### src/rtl/seg_glyph_pkg.sv
package seg_glyph_pkg;
  localparam int unsigned DIGIT_W = 4;
  localparam int unsigned SEG_W   = 7;
  localparam int unsigned MAX_DEC = 9;

  typedef logic [SEG_W-1:0]   seg_t;
  typedef logic [DIGIT_W-1:0] digit_t;

  // Lit-segment set (active high, bit0=a .. bit6=g) for a digit code.
  function automatic seg_t glyph_lit(input digit_t d);
    seg_t s;
    case (d)
      4'd0:    s = 7'b0111111;
      4'd1:    s = 7'b0000110;
      4'd2:    s = 7'b1011011;
      4'd3:    s = 7'b1001111;
      4'd4:    s = 7'b1100110;
      4'd5:    s = 7'b1101101;
      4'd6:    s = 7'b1111101;
      4'd7:    s = 7'b0000111;
      4'd8:    s = 7'b1111111;
      4'd9:    s = 7'b1101111;
      default: s = '0;
    endcase
    return s;
  endfunction
endpackage

### src/rtl/glyph_decode.sv
module glyph_decode
  import seg_glyph_pkg::*;
(
  input  digit_t digit,
  output seg_t   glyph_n,
  output logic   is_zero,
  output logic   is_invalid
);
  assign glyph_n    = ~glyph_lit(digit);
  assign is_zero    = (digit == '0);
  assign is_invalid = (int'(digit) > int'(MAX_DEC));

  always_comb begin
    if (is_invalid) assert (glyph_n == '1) else $error("invalid code lit a segment");
  end
endmodule

### src/rtl/blank_arbiter.sv
module blank_arbiter
  import seg_glyph_pkg::*;
(
  input  seg_t glyph_n,
  input  logic is_zero,
  input  logic lamp_chk_n,
  input  logic dark_n,
  input  logic zsup_in_n,
  output seg_t seg_n,
  output logic zsup_out_n,
  output logic ev_lamp,
  output logic ev_dark,
  output logic ev_zero_sup
);
  // Priority: lamp check > dark > zero suppress > normal decode.
  assign ev_lamp     = !lamp_chk_n;
  assign ev_dark     = lamp_chk_n && !dark_n;
  assign ev_zero_sup = lamp_chk_n && dark_n && !zsup_in_n && is_zero;

  always_comb begin
    if (ev_lamp)                    seg_n = '0;
    else if (ev_dark || ev_zero_sup) seg_n = '1;
    else                            seg_n = glyph_n;
  end

  assign zsup_out_n = !ev_zero_sup;

  always_comb begin
    assert ($countones({ev_lamp, ev_dark, ev_zero_sup}) <= 1) else $error("overlapping control events");
  end
endmodule

### src/rtl/seg_out_stage.sv
module seg_out_stage
  import seg_glyph_pkg::*;
#(
  parameter bit REG_OUT = 1'b1
) (
  input  logic clk,
  input  logic rst_n,
  input  seg_t seg_d,
  input  logic zsup_d,
  output seg_t seg_q,
  output logic zsup_q
);
  generate
    if (REG_OUT) begin : g_reg
      always_ff @(posedge clk or negedge rst_n) begin
        if (!rst_n) begin
          seg_q  <= '1;
          zsup_q <= 1'b1;
        end else begin
          seg_q  <= seg_d;
          zsup_q <= zsup_d;
        end
      end
    end else begin : g_comb
      assign seg_q  = seg_d;
      assign zsup_q = zsup_d;
    end
  endgenerate
endmodule

### src/rtl/digit_seg_driver.sv
module digit_seg_driver
  import seg_glyph_pkg::*;
#(
  parameter bit REG_OUT = 1'b1
) (
  input  logic               clk,
  input  logic               rst_n,
  input  logic [DIGIT_W-1:0] digit_i,
  input  logic               lamp_chk_n,
  input  logic               dark_n,
  input  logic               zsup_in_n,
  output logic [SEG_W-1:0]   seg_n_o,
  output logic               zsup_out_n
);
  seg_t glyph_n, seg_next;
  logic is_zero, is_invalid, zsup_next;
  logic ev_lamp, ev_dark, ev_zero_sup;

  glyph_decode u_dec (
    .digit(digit_i), .glyph_n(glyph_n), .is_zero(is_zero), .is_invalid(is_invalid)
  );

  blank_arbiter u_arb (
    .glyph_n(glyph_n), .is_zero(is_zero), .lamp_chk_n(lamp_chk_n), .dark_n(dark_n),
    .zsup_in_n(zsup_in_n), .seg_n(seg_next), .zsup_out_n(zsup_next),
    .ev_lamp(ev_lamp), .ev_dark(ev_dark), .ev_zero_sup(ev_zero_sup)
  );

  seg_out_stage #(.REG_OUT(REG_OUT)) u_out (
    .clk(clk), .rst_n(rst_n), .seg_d(seg_next), .zsup_d(zsup_next),
    .seg_q(seg_n_o), .zsup_q(zsup_out_n)
  );

  generate
    if (REG_OUT) begin : g_chk
      AST_LAMP_ALL_LIT: assert property (@(posedge clk) disable iff (!rst_n)
        !lamp_chk_n |=> (seg_n_o == '0) && zsup_out_n);
      AST_DARK_ALL_OFF: assert property (@(posedge clk) disable iff (!rst_n)
        (lamp_chk_n && !dark_n) |=> (seg_n_o == '1) && zsup_out_n);
      AST_ZERO_SUPPRESSED: assert property (@(posedge clk) disable iff (!rst_n)
        (lamp_chk_n && dark_n && !zsup_in_n && digit_i == '0) |=> (seg_n_o == '1) && !zsup_out_n);
      AST_ZSUP_ONLY_ON_ZERO: assert property (@(posedge clk) disable iff (!rst_n)
        !zsup_out_n |-> ($past(digit_i) == '0) && !$past(zsup_in_n));
      AST_HIGH_CODES_DARK: assert property (@(posedge clk) disable iff (!rst_n)
        (lamp_chk_n && dark_n && is_invalid) |=> (seg_n_o == '1));
    end
  endgenerate
endmodule

### config.mk
export PLATFORM = sky130hd
export DESIGN_NAME = digit_seg_driver
export DESIGN_NICKNAME = d
export VERILOG_FILES = /design/src/rtl/seg_glyph_pkg.sv /design/src/rtl/glyph_decode.sv /design/src/rtl/blank_arbiter.sv /design/src/rtl/seg_out_stage.sv /design/src/rtl/digit_seg_driver.sv
export SDC_FILE = /design/constraint.sdc
export NUM_CORES = 1
export LEC_CHECK = 0
export ABC_CLOCK_PERIOD_IN_PS = 890
export BUFFER_PORTS_ARGS = -buffer_cell sky130_fd_sc_hd__buf_2
export CAP_MARGIN = 15
export CORE_AREA = 2 2 41 50
export CTS_CLUSTER_DIAMETER = 100
export DETAILED_ROUTE_END_ITERATION = 16
export DIE_AREA = 0 0 43 52
export PLACE_DENSITY = 0.49
export SYNTH_ARGS = -nofsm -noshare
export SYNTH_HDL_FRONTEND = slang
export SYNTH_SLANG_ARGS = --single-unit
### constraint.sdc
create_clock -name clk -period 0.89 [get_ports clk]
set_clock_uncertainty 0.05 [all_clocks]
set_input_delay 0.178 -clock clk [delete_from_list [all_inputs] [get_ports clk]]
set_output_delay 0.178 -clock clk [all_outputs]
set_load 0.1 [all_outputs]
**Yosys cells after proc, flatten, opt, wreduce, memory -nomap -nowiden**

Memories as Yosys holds them, arrays and structs flattened.
Cells that the tools add are included.

- Logic and storage cells: 15
- Output and inout port bits: 8
- Memories kept: 1
- Bits in registers: 8
- Bits in latches: 0
- Input port bits: 9
- Memory bits (read-only): 112
- RAM bits: 0

Memories:

| name | words | bits a word | rd ports | clocked after memory_dff | wr ports | RTL line | RTL |
|---|---|---|---|---|---|---|---|
| (no name shown) | 16 | 7 | 1 | 0 | 0 | seg_glyph_pkg.sv:12 | `case (d)` |

- Mux-type cells: 2
- Magnitude comparators: 0
- Bitwise logic cells: 1
- Reduce and logical (&&, ||, !) cells: 9
- Divide/modulo/power cells: 0
- Equality and inequality tests: 0
- Multipliers: 0
- $add $sub $neg: 0
- Shift-type cells: 0

Operator list:

| operator | number |
|---|---|
| 7-bit 2-to-1 mux | 2 |
| 7-bit inverter | 1 |
| 1-bit logical AND | 4 |
| 4-bit logical NOT | 1 |
| 1-bit logical NOT | 3 |
| 1-bit logical OR | 1 |

**Depth between registers and ports, before layout**

Gate-level depths: netlist of the first run.

- Depth in word-level cells: 6
- Depth in mapped cells: 5
- Mapped depth without buffers: 5

**By module**

From an unflattened synthesis of the first run, not the netlist that was laid out.

- Cells, all modules: 57
- Area total of the unflattened synthesis: 544.3 sq um

By module, submodules not included:

| module | seq. area each (sq um) | area an instance (sq um) | cells an instance | times used |
|---|---|---|---|---|
| glyph_decode | 0.0 | 219.0 | 34 | 1 |
| seg_out_stage | 210.2 | 210.2 | 8 | 1 |
| blank_arbiter | 0.0 | 115.1 | 15 | 1 |

**Worst setup path after synthesis of the first run**

No wires, ideal clock.

- Path kind: input port to flip-flop
- From: in digit_i[0]
- To: reg u_out.seg_q[2]
- Arrival time: 1.055 ns
- Data required time: 0.763 ns
- Buffers on the path: 0
- Setup time: 0.077 ns
- Slack: -0.292 ns
- Cell stages on the path: 5
- Cells stage by stage: inv_1 ha_1 nor4b_4 a211o_1 o21a_1

- Word-level cells in the longest chain between the ends: 5
- Elaborated cells on any way between the ends: 7
- Those cells by class: mux (2); bitwise (1); reduce/logical (3); memory (1)

RTL lines:

| what | RTL line | RTL |
|---|---|---|
| from (decl) | digit_seg_driver.sv:8 | `input logic [DIGIT_W-1:0] digit_i,` |
| parallel branches: the longest is 3 deep, another holds memory read 16 x 7 bit | -- |  |
| 7-bit 2-to-1 mux (*) | blank_arbiter.sv:22 | `else if (ev_dark \|\| ev_zero_sup) seg_n = '1;` |
| 7-bit 2-to-1 mux (*) | blank_arbiter.sv:21 | `if (ev_lamp) seg_n = '0;` |
| net seg_next[2] | digit_seg_driver.sv:15 | `seg_t glyph_n, seg_next;` |
| to (signal assigned) | seg_out_stage.sv:20 | `seg_q <= seg_d;` |
| to (decl) | seg_out_stage.sv:10 | `output seg_t seg_q,` |

Mark *: on every way through the listed nets, which the timed path passes.

**Final worst setup path of the first run**

- From: reg u_out.seg_q[4]
- To: out seg_n_o[4]

RTL lines:

| what | RTL line | RTL |
|---|---|---|
| to (decl) | digit_seg_driver.sv:12 | `output logic [SEG_W-1:0] seg_n_o,` |

No word-level cell between the ends.

==> results.toml, run 1 <==
[layout]
drive_above_1_share_pct = 59.3
final_area_um2 = 933
filler_cell_count = 177
insertedDiodeCount = 0
finalCoreUtilization_pct = 52.2
final_net_count = 97
area_delta_synth_final_pct = 86.5

[worst_setup_path]
criticalPathCategory = "reg2out"
largest_driver_fanout_on_the_critical_path = 1
worst-endpoint-arrival_ns = 1.04
crit_path_end = "seg_n_o[4]"
worst-endpoint-required_ns = 0.66
critical-path-max-stage-delay_ns = 0.62
end_kind = "output pin"
crit_buf_inv = 1
setup.worst_path.start_class = "flop"
timing.critical_path.slowest_stage_cell = "dfstp_4"
cp-startpoint = "u_out.seg_q[4]"
cell_count_along_the_critical_path = 1
crit_path_cell_trace = "buf_12"
crit_family = "flip-flops"

[synthesis]
number_of_register_bits_inferred_by_synthesis = 8
ys_warn_count = 0
synth.top_cells.by_area = "dfstp_2 42%, ha_1 13%, o21a_1 7.5%, nand2b_1 6.3%, nor4b_4 4.8%"
seq_area_frac_synth_pct = 42.0
netlist.area_leader.share_pct = 42.0
postSynthAreaPerCell_um2 = 10.4
synthesized_netlist_cell_count = 48
synth_cell_types = 19
synthDominantAreaCellType = "dfstp_2"
syn_nets = 62
syn_area_um2 = 500

[timing]
timing.final.setup_violations = 12
fraction_of_the_cycle_the_final_worst_path_needs_pct = 143
rsz0062_at_grt = "true"
timing_max_transition_violations_final = 0
max_slew_margin_pct = 85.8
timing_worst_slew_pin_value_ns = 0.213
achievable-frequency_mhz = 786
fin_crit_period_ns = 1.27
setup_slack_ns = -0.381
final_hold_viol_count = 0

[drt]
via_per_inst = 4.44
drt_first_iter_violations = 2
wl_per_cell_um = 10.6
first_pass_iteration_count_of_the_detailed_router = 3
drc = 0
route.antenna.remaining_nets = 0
vias = 444
met3_length_um = 71
met1_length_um = 378
highest-signal-layer = "met4"
dr_wl_met2_um = 564
totalWireLength_um = 1060

[floorplanning]
dieArea_mm2 = 0.00224
dieWidth_um = 43
chipHeight_um = 52
initial_core_util_pct = 28.0
io_pins = 17
core_area_mm2 = 0.00179
fp-row-count = 17

[place]
detailed_place.area_um2 = 865
io_buffer_count = 16
detailed_place_hpwl_um = 894
place_congestion = 0.718

[worst_hold_path]
holdCritPathClass = "in2reg"

[cts]
cts_max_path_buffers = 2
clockRootBuffer = "clkbuf_4"
cts_tree = "yes"
clock_tree.htree_level_count = 1
cts_buffers = 3
clkSlewWorstSetupHoldPaths_ns = 0.05
clkSinkCount = 8

[run_status]
status = "complete, but fails checks"
violations_in_the_final_reports = "setup timing"

[power_and_ir_drop]
peakVddDrop_v = 0.000571
cellPowerDensity_mw_per_mm2 = 1330
static_leak_nw = 0.428
post-layout-total-power_mw = 1.24

[grt]
first_global_vias = 469
gr-usage-all-layers_pct = 11.9
grt_max_degree = 9
grt_pass1_wl_um = 1890
grt_overflow_total = 0
grt_antenna_before_repair = 0

[flow_run]
max_cap_viol_count = 0
routing by layer:
metal / vias to the layer above / GRT usage (%)
met1: 191 / 11.3
li1: 229 / -
met3: 5 / 2.43
met5: - / 0
met4: 0 / 9.09
met2: 19 / 22.0
sequential cells by signal, summed over array words and instances (netlist names):
signal        cells
u_out.zsup_q      1
u_out.seg_q       7
power breakdown:
part / switching [mW] / total (mW) / internal, mW / leakage (nW)
Sequential: 0.0214 / 0.449 / 0.427 / 0.0877
Clock: 0.117 / 0.270 / 0.154 / 0.0138
Combinational: 0.301 / 0.520 / 0.219 / 0.326
cell type report:
type / instances / area, um2 / share of cell area (%)
multi-input combinational: 33 / 273 / 29.2
tap: 19 / 23.8 / 2.55
timing repair buffer: 33 / 354 / 37.9
clock buffer: 3 / 22.5 / 2.41
inverter: 4 / 20.0 / 2.14
sequential: 8 / 240 / 25.7
worst min path at each step:
stage	startpoint	end	slack, ns	cells after the start
floorplan	rst_n	u_out.seg_q[0]	-0.02	0
detailed placement	rst_n	u_out.zsup_q	0.18	1
global placement	rst_n	u_out.seg_q[4]	0.18	1
finish	dark_n	u_out.seg_q[4]	0.14	3
global route	dark_n	u_out.seg_q[4]	0.15	3
CTS	dark_n	u_out.zsup_q	0.14	3
cell usage in the layout (no fill, tap or decap), types with 2 or more instances in the layout:
cell type  Yosys  layout
buf_4          0      15
buf_12         0       8
dfstp_4        0       8
buf_2          1       6
nand2b_1       5       5
o21a_1         5       5
nor2_1         4       4
ha_1           5       4
clkbuf_4       0       3
inv_4          0       2
inv_1          4       2
a21oi_1        2       2
o21ai_1        0       2
mux2i_1        2       2
buf_8          0       2
through the flow:
step,hold slack [ns],setup slack [ns],cells,setup TNS (ns)
6_report,0.137,-0.381,100,-3.07
5_1_grt,0.150,-0.400,100,-3.42
4_1_cts,0.136,-0.391,100,-3.20
3_5_place_dp,0.184,-0.331,95,-3.24
3_3_place_gp,0.180,-0.316,95,-3.10
2_1_floorplan,-0.0186,-0.145,48,-1.44
synthesized netlist by cell type (all sizes together):
library cell	instances
dfstp	8
clkbuf	1
ha	5
a211o	1
a21boi	1
nand2b	5
o31ai	1
o21a	5
buf	2
inv	4
nor2	4
nor3	1
nand3	1
a21oi	2
and2	1
mux2i	2
o21ai	3
nor4b	1
tightest hold or removal path, delay by kind of cell:
kind | cells | cell delay [ns]
AOI/OAI and AO/OA | 1 | 0.06
buffers and inverters | 2 | 0.19
cell families (layout without fill, tap and decap cells):
family | Yosys count | count (layout) | share of synthesized area [%]
AND/OR/NAND/NOR | 13 | 13 | 17.2
flip-flops | 8 | 8 | 42.0
buffers and inverters | 7 | 40 | 7.00
AO/OA/AOI/OAI | 13 | 13 | 17.3
adder cells (fa/ha/maj) | 5 | 5 | 12.5
multiplexers | 2 | 2 | 4.00
repair_timing:
action / CTS / global route
hold buffers: 1 / 0
endpoints found under the hold margin: 8 / 0
setup buffers: 1 / 0
gates resized for setup: 6 / 5
pin swaps: 3 / 4
endpoints found under the setup margin: 15 / 15
No activity file was read; power rests on OpenSTA's default activity.
==> run 2, diff against run 1 <==
--- a/config.mk
+++ b/config.mk
@@ -8,11 +8,12 @@
 export ABC_CLOCK_PERIOD_IN_PS = 890
 export BUFFER_PORTS_ARGS = -buffer_cell sky130_fd_sc_hd__buf_2
 export CAP_MARGIN = 15
-export CORE_AREA = 2 2 41 50
+export CORE_AREA = 2 2 39 41
 export CTS_CLUSTER_DIAMETER = 100
 export DETAILED_ROUTE_END_ITERATION = 16
-export DIE_AREA = 0 0 43 52
-export PLACE_DENSITY = 0.49
+export DIE_AREA = 0 0 41 43
+export MAX_ROUTING_LAYER = met4
+export PLACE_DENSITY = 0.62
 export SYNTH_ARGS = -nofsm -noshare
 export SYNTH_HDL_FRONTEND = slang
 export SYNTH_SLANG_ARGS = --single-unit
==> results.toml, run 2 (synthesis gave the netlist of run 1 again) <==
[grt]
grt_overflow_total = 0
grt_antenna_before_repair = 0
grt_pass1_wl_um = 1600
gr-usage-all-layers_pct = 14.7
grt_max_degree = 9
first_global_vias = 421

[worst_setup_path]
crit_buf_inv = 1
end_kind = "output pin"
critical-path-max-stage-delay_ns = 0.62
largest_driver_fanout_on_the_critical_path = 1
criticalPathCategory = "reg2out"
worst-endpoint-required_ns = 0.66
crit_path_cell_trace = "buf_12"
timing.critical_path.slowest_stage_cell = "dfstp_4"
setup.worst_path.start_class = "flop"
worst-endpoint-arrival_ns = 1.04
crit_family = "flip-flops"

[cts]
clkSinkCount = 8
clkSlewWorstSetupHoldPaths_ns = 0.05
cts_buffers = 3
clockRootBuffer = "clkbuf_4"
post_cts_setup_buffers = 0
cts_tree = "yes"
clock_tree.htree_level_count = 1
cts_max_path_buffers = 2

[drt]
drc = 0
wl_per_cell_um = 10.2
route.antenna.remaining_nets = 0
vias = 430
drt_first_iter_violations = 2
first_pass_iteration_count_of_the_detailed_router = 4
totalWireLength_um = 947
via_per_inst = 4.62

[power_and_ir_drop]
post-layout-total-power_mw = 1.22
cellPowerDensity_mw_per_mm2 = 1350
peakVddDrop_v = 0.000543
power.switching_fraction_pct = 35.4
static_leak_nw = 0.404
power.switching_mw = 0.431
comb_power_share_pct = 41.3
clock_power_share_pct = 22.0
power.sequential.fraction_pct = 36.7
internal_power_mw = 0.788

[place]
io_buffer_count = 16
placement.setup.worst_slack_ns = -0.320
detailed_place_hpwl_um = 815
placedCellCount = 89
detailed_place.area_um2 = 838
place_congestion = 0.731

[run_status]
status = "complete, but fails checks"
violations_in_the_final_reports = "setup timing"

[timing]
fin_setup_tns_ns = -2.97
rsz0062_at_grt = "true"
fin_worst_hold_slack_ns = 0.143
timing_worst_slew_pin_value_ns = 0.262
timing.final.setup_violations = 8
achievable-frequency_mhz = 790
final_hold_viol_count = 0
max_slew_margin_pct = 82.4
timing_max_transition_violations_final = 0
fin_crit_period_ns = 1.27
fraction_of_the_cycle_the_final_worst_path_needs_pct = 142
setup_slack_ns = -0.375

[floorplanning]
dieWidth_um = 41
core_area_mm2 = 0.00138
chipHeight_um = 43
io_pins = 17
fp-row-count = 14
initial_core_util_pct = 36.2
dieArea_mm2 = 0.00176

[flow_run]
max_cap_viol_count = 0

[layout]
area_delta_synth_final_pct = 80.0
filler_cell_count = 103
drive_above_1_share_pct = 59.7
final_area_um2 = 901
register_area_um2 = 240
multi_input_gate_area_um2 = 278
fin_cells = 93
largest_reg_flops = 7
finalCoreUtilization_pct = 65.1
mostFrequentLayoutCell = "buf_4"
insertedDiodeCount = 0
top_regs = "u_out.seg_q: 7 flops, u_out.zsup_q: 1 flops"
mostFrequentLayoutCells = "12 x buf_4, 8 x buf_12, 8 x dfstp_4, 6 x buf_2"
final_net_count = 93
regMostFlops = "u_out.seg_q"

[worst_hold_path]
holdCritPathClass = "in2reg"
[run 2: cell count changes in the layout (fill, tap and decap cells not counted)]
cell      delta
a21boi_1     -1
buf_6        -1
ha_1         -2
o21ai_1      +1
o21ai_0      -1
ha_2         +2
nor3_2       +1
o31ai_2      -1
o31ai_1      +1
buf_4        -3
nor3_1       -1
a21boi_0     +1
[run 2: worst paths after layout]
| kind | slack [ns] | cells past startpoint | start | to |
|---|---|---|---|---|
| worst min-delay path | 0.14 | 3 | dark_n | u_out.seg_q[4] |
| max in group asynchronous | 0.33 | 2 | rst_n | u_out.seg_q[0] |
| worst max-delay path | -0.38 | 1 | u_out.seg_q[2] | seg_n_o[2] |
| min in group asynchronous | 0.44 | 2 | rst_n | u_out.seg_q[4] |
[run 2: timing repair]
item / 4_1_cts / 5_1_grt
endpoints found under the hold margin: 8 / 0
pin swaps: 3 / 2
hold buffers: 1 / 0
resized for setup: 5 / 6
setup endpoints to repair: 14 / 14
[run 2: cell type report]
| cell class | instances | area share (%) |
|---|---|---|
| repair buffers | 29 | 35.6 |
| well taps | 16 | 2.22 |
| clock buffers | 3 | 2.50 |
| multi-input cells | 33 | 30.8 |
| inverters | 4 | 2.22 |
| flip-flops and latches | 8 | 26.7 |
[run 2: power groups by stage]
stage / sequential, mW / combinational [mW] / clock [mW]
finish: 0.448 / 0.503 / 0.268
global route: 0.449 / 0.531 / 0.302
CTS: 0.449 / 0.503 / 0.277
detailed placement: 0.454 / 0.489 / 0
global placement: 0.452 / 0.485 / 0
floorplan: 0.647 / 0.102 / 0
[run 2: layer usage]
layer  vias up  part of all wire [%]  global-route usage [%]
met5         -                     0                       -
met4         0                   1.8                    12.0
met3         2                   5.8                    3.66
met2        15                    58                    23.8
met1       196                    35                    13.4
li1        217                     -                       -
==> run 3, diff against run 2 <==
--- a/config.mk
+++ b/config.mk
@@ -5,15 +5,17 @@
 export SDC_FILE = /design/constraint.sdc
 export NUM_CORES = 1
 export LEC_CHECK = 0
-export ABC_CLOCK_PERIOD_IN_PS = 890
+export ABC_CLOCK_PERIOD_IN_PS = 1000
 export BUFFER_PORTS_ARGS = -buffer_cell sky130_fd_sc_hd__buf_2
 export CAP_MARGIN = 15
 export CORE_AREA = 2 2 39 41
+export CTS_BUF_LIST = sky130_fd_sc_hd__clkbuf_8
 export CTS_CLUSTER_DIAMETER = 100
 export DETAILED_ROUTE_END_ITERATION = 16
 export DIE_AREA = 0 0 41 43
 export MAX_ROUTING_LAYER = met4
-export PLACE_DENSITY = 0.62
+export PLACE_DENSITY = 0.64
+export RECOVER_POWER = 25
 export SYNTH_ARGS = -nofsm -noshare
 export SYNTH_HDL_FRONTEND = slang
 export SYNTH_SLANG_ARGS = --single-unit
==> constraint.sdc (replaced) <==
create_clock -name clk -period 1 [get_ports clk]
set_clock_uncertainty 0.05 [all_clocks]
set_input_delay 0.2 -clock clk [delete_from_list [all_inputs] [get_ports clk]]
set_output_delay 0.2 -clock clk [all_outputs]
set_load 0.1 [all_outputs]
==> results.toml, run 3 (synthesis gave the netlist of run 1 again) <==
[run_status]
status = "complete, but fails checks"
violations_in_the_final_reports = "setup timing"

[worst_setup_path]
critical-path-max-stage-delay_ns = 0.62
worst-endpoint-required_ns = 0.75
criticalPathCategory = "reg2out"
setup.worst_path.start_class = "flop"
end_kind = "output pin"
timing.critical_path.slowest_stage_cell = "dfstp_4"
worst-endpoint-arrival_ns = 1.01
crit_path_cell_trace = "buf_12"
crit_buf_inv = 1
crit_family = "flip-flops"
largest_driver_fanout_on_the_critical_path = 1

[layout]
mostFrequentLayoutCell = "buf_4"
area_delta_synth_final_pct = 81.7
mostFrequentLayoutCells = "12 x buf_4, 8 x buf_12, 8 x dfstp_4"
largest_reg_flops = 7
drive_above_1_share_pct = 55.8
final_area_um2 = 910
filler_cell_count = 113
insertedDiodeCount = 0
finalCoreUtilization_pct = 65.7
final_net_count = 93
top_regs = "u_out.seg_q: 7 flops, u_out.zsup_q: 1 flops"
regMostFlops = "u_out.seg_q"

[cts]
clock_tree.htree_level_count = 1
cts_max_path_buffers = 2
cts_buffers = 3
clkSlewWorstSetupHoldPaths_ns = 0.04
cts_tree = "yes"
clkSinkCount = 8
clockRootBuffer = "clkbuf_8"

[grt]
first_global_vias = 438
grt_max_degree = 9
grt_overflow_total = 0
grt_antenna_before_repair = 0
grt_pass1_wl_um = 1770
gr-usage-all-layers_pct = 15.8

[drt]
first_pass_iteration_count_of_the_detailed_router = 4
via_per_inst = 4.62
drc = 0
vias = 430
wl_per_cell_um = 11.2
route.antenna.remaining_nets = 0
totalWireLength_um = 1040
drt_first_iter_violations = 5

[floorplanning]
dieWidth_um = 41
core_area_mm2 = 0.00138
fp-row-count = 14
chipHeight_um = 43
io_pins = 17
dieArea_mm2 = 0.00176
initial_core_util_pct = 36.2

[power_and_ir_drop]
post-layout-total-power_mw = 1.22
peakVddDrop_v = 0.000594
cellPowerDensity_mw_per_mm2 = 1340
static_leak_nw = 0.411

[timing]
fraction_of_the_cycle_the_final_worst_path_needs_pct = 126
timing.final.setup_violations = 8
max_slew_margin_pct = 74.5
fin_crit_period_ns = 1.26
timing_worst_slew_pin_value_ns = 0.383
rsz0062_at_grt = "true"
setup_slack_ns = -0.262
final_hold_viol_count = 0
timing_max_transition_violations_final = 0
achievable-frequency_mhz = 792
fin_worst_hold_slack_ns = 0.188

[place]
place_congestion = 0.800
detailed_place.area_um2 = 823
detailed_place_hpwl_um = 872
io_buffer_count = 16

[flow_run]
max_cap_viol_count = 0

[worst_hold_path]
holdCritPathClass = "in2reg"
==> run 3: through the flow <==
| step | std cells | TNS (ns) | worst slack [ns] |
|---|---|---|---|
| finish | 93 | -2.04 | -0.262 |
| global route | 93 | -2.20 | -0.289 |
| CTS | 92 | -2.10 | -0.272 |
| detailed placement | 87 | -1.67 | -0.252 |
| global placement | 87 | -1.51 | -0.225 |
| floorplan | 48 | -0.305 | -0.0571 |
==> run 3: worst paths after layout <==
path / from / to / slack [ns] / cells after the start
min in group asynchronous: rst_n / u_out.seg_q[3] / 0.64 / 2
max in group asynchronous: rst_n / u_out.seg_q[0] / 0.24 / 2
setup / recovery: u_out.seg_q[3] / seg_n_o[3] / -0.26 / 1
hold / removal: dark_n / u_out.seg_q[4] / 0.19 / 3
==> run 3: where the power goes <==
part	total (mW)	leakage (nW)	switching (mW)	internal (mW)
registers	0.400	0.0877	0.0192	0.381
logic	0.446	0.302	0.266	0.180
clock network	0.375	0.0216	0.115	0.260
==> run 3: layout make-up <==
class | instances | area (um2) | area share [%]
Sequential cell | 8 | 240 | 26.4
Timing Repair Buffer | 29 | 315 | 34.7
Clock buffer | 3 | 41.3 | 4.54
Inverter | 4 | 20.0 | 2.20
Multi-Input combinational cell | 33 | 273 | 30.0
Tap cell | 16 | 20.0 | 2.20
==> run 3: repair_timing <==
item,in CTS,in global routing
hold buffers,1,0
buffers inserted,1,1
pin swaps,3,1
gates resized for setup,4,3
endpoints found under the hold margin,8,0
setup endpoints to repair,10,13
gates cloned,0,0
==> run 3: per-layer routing <==
layer  global-route usage, %  share of wire [%]  vias up
met5                       -                  0        -
li1                        -                  -      218
met4                    12.0                2.0        0
met2                    25.9                 59       17
met3                    1.57                4.8        2
met1                    16.1                 34      193
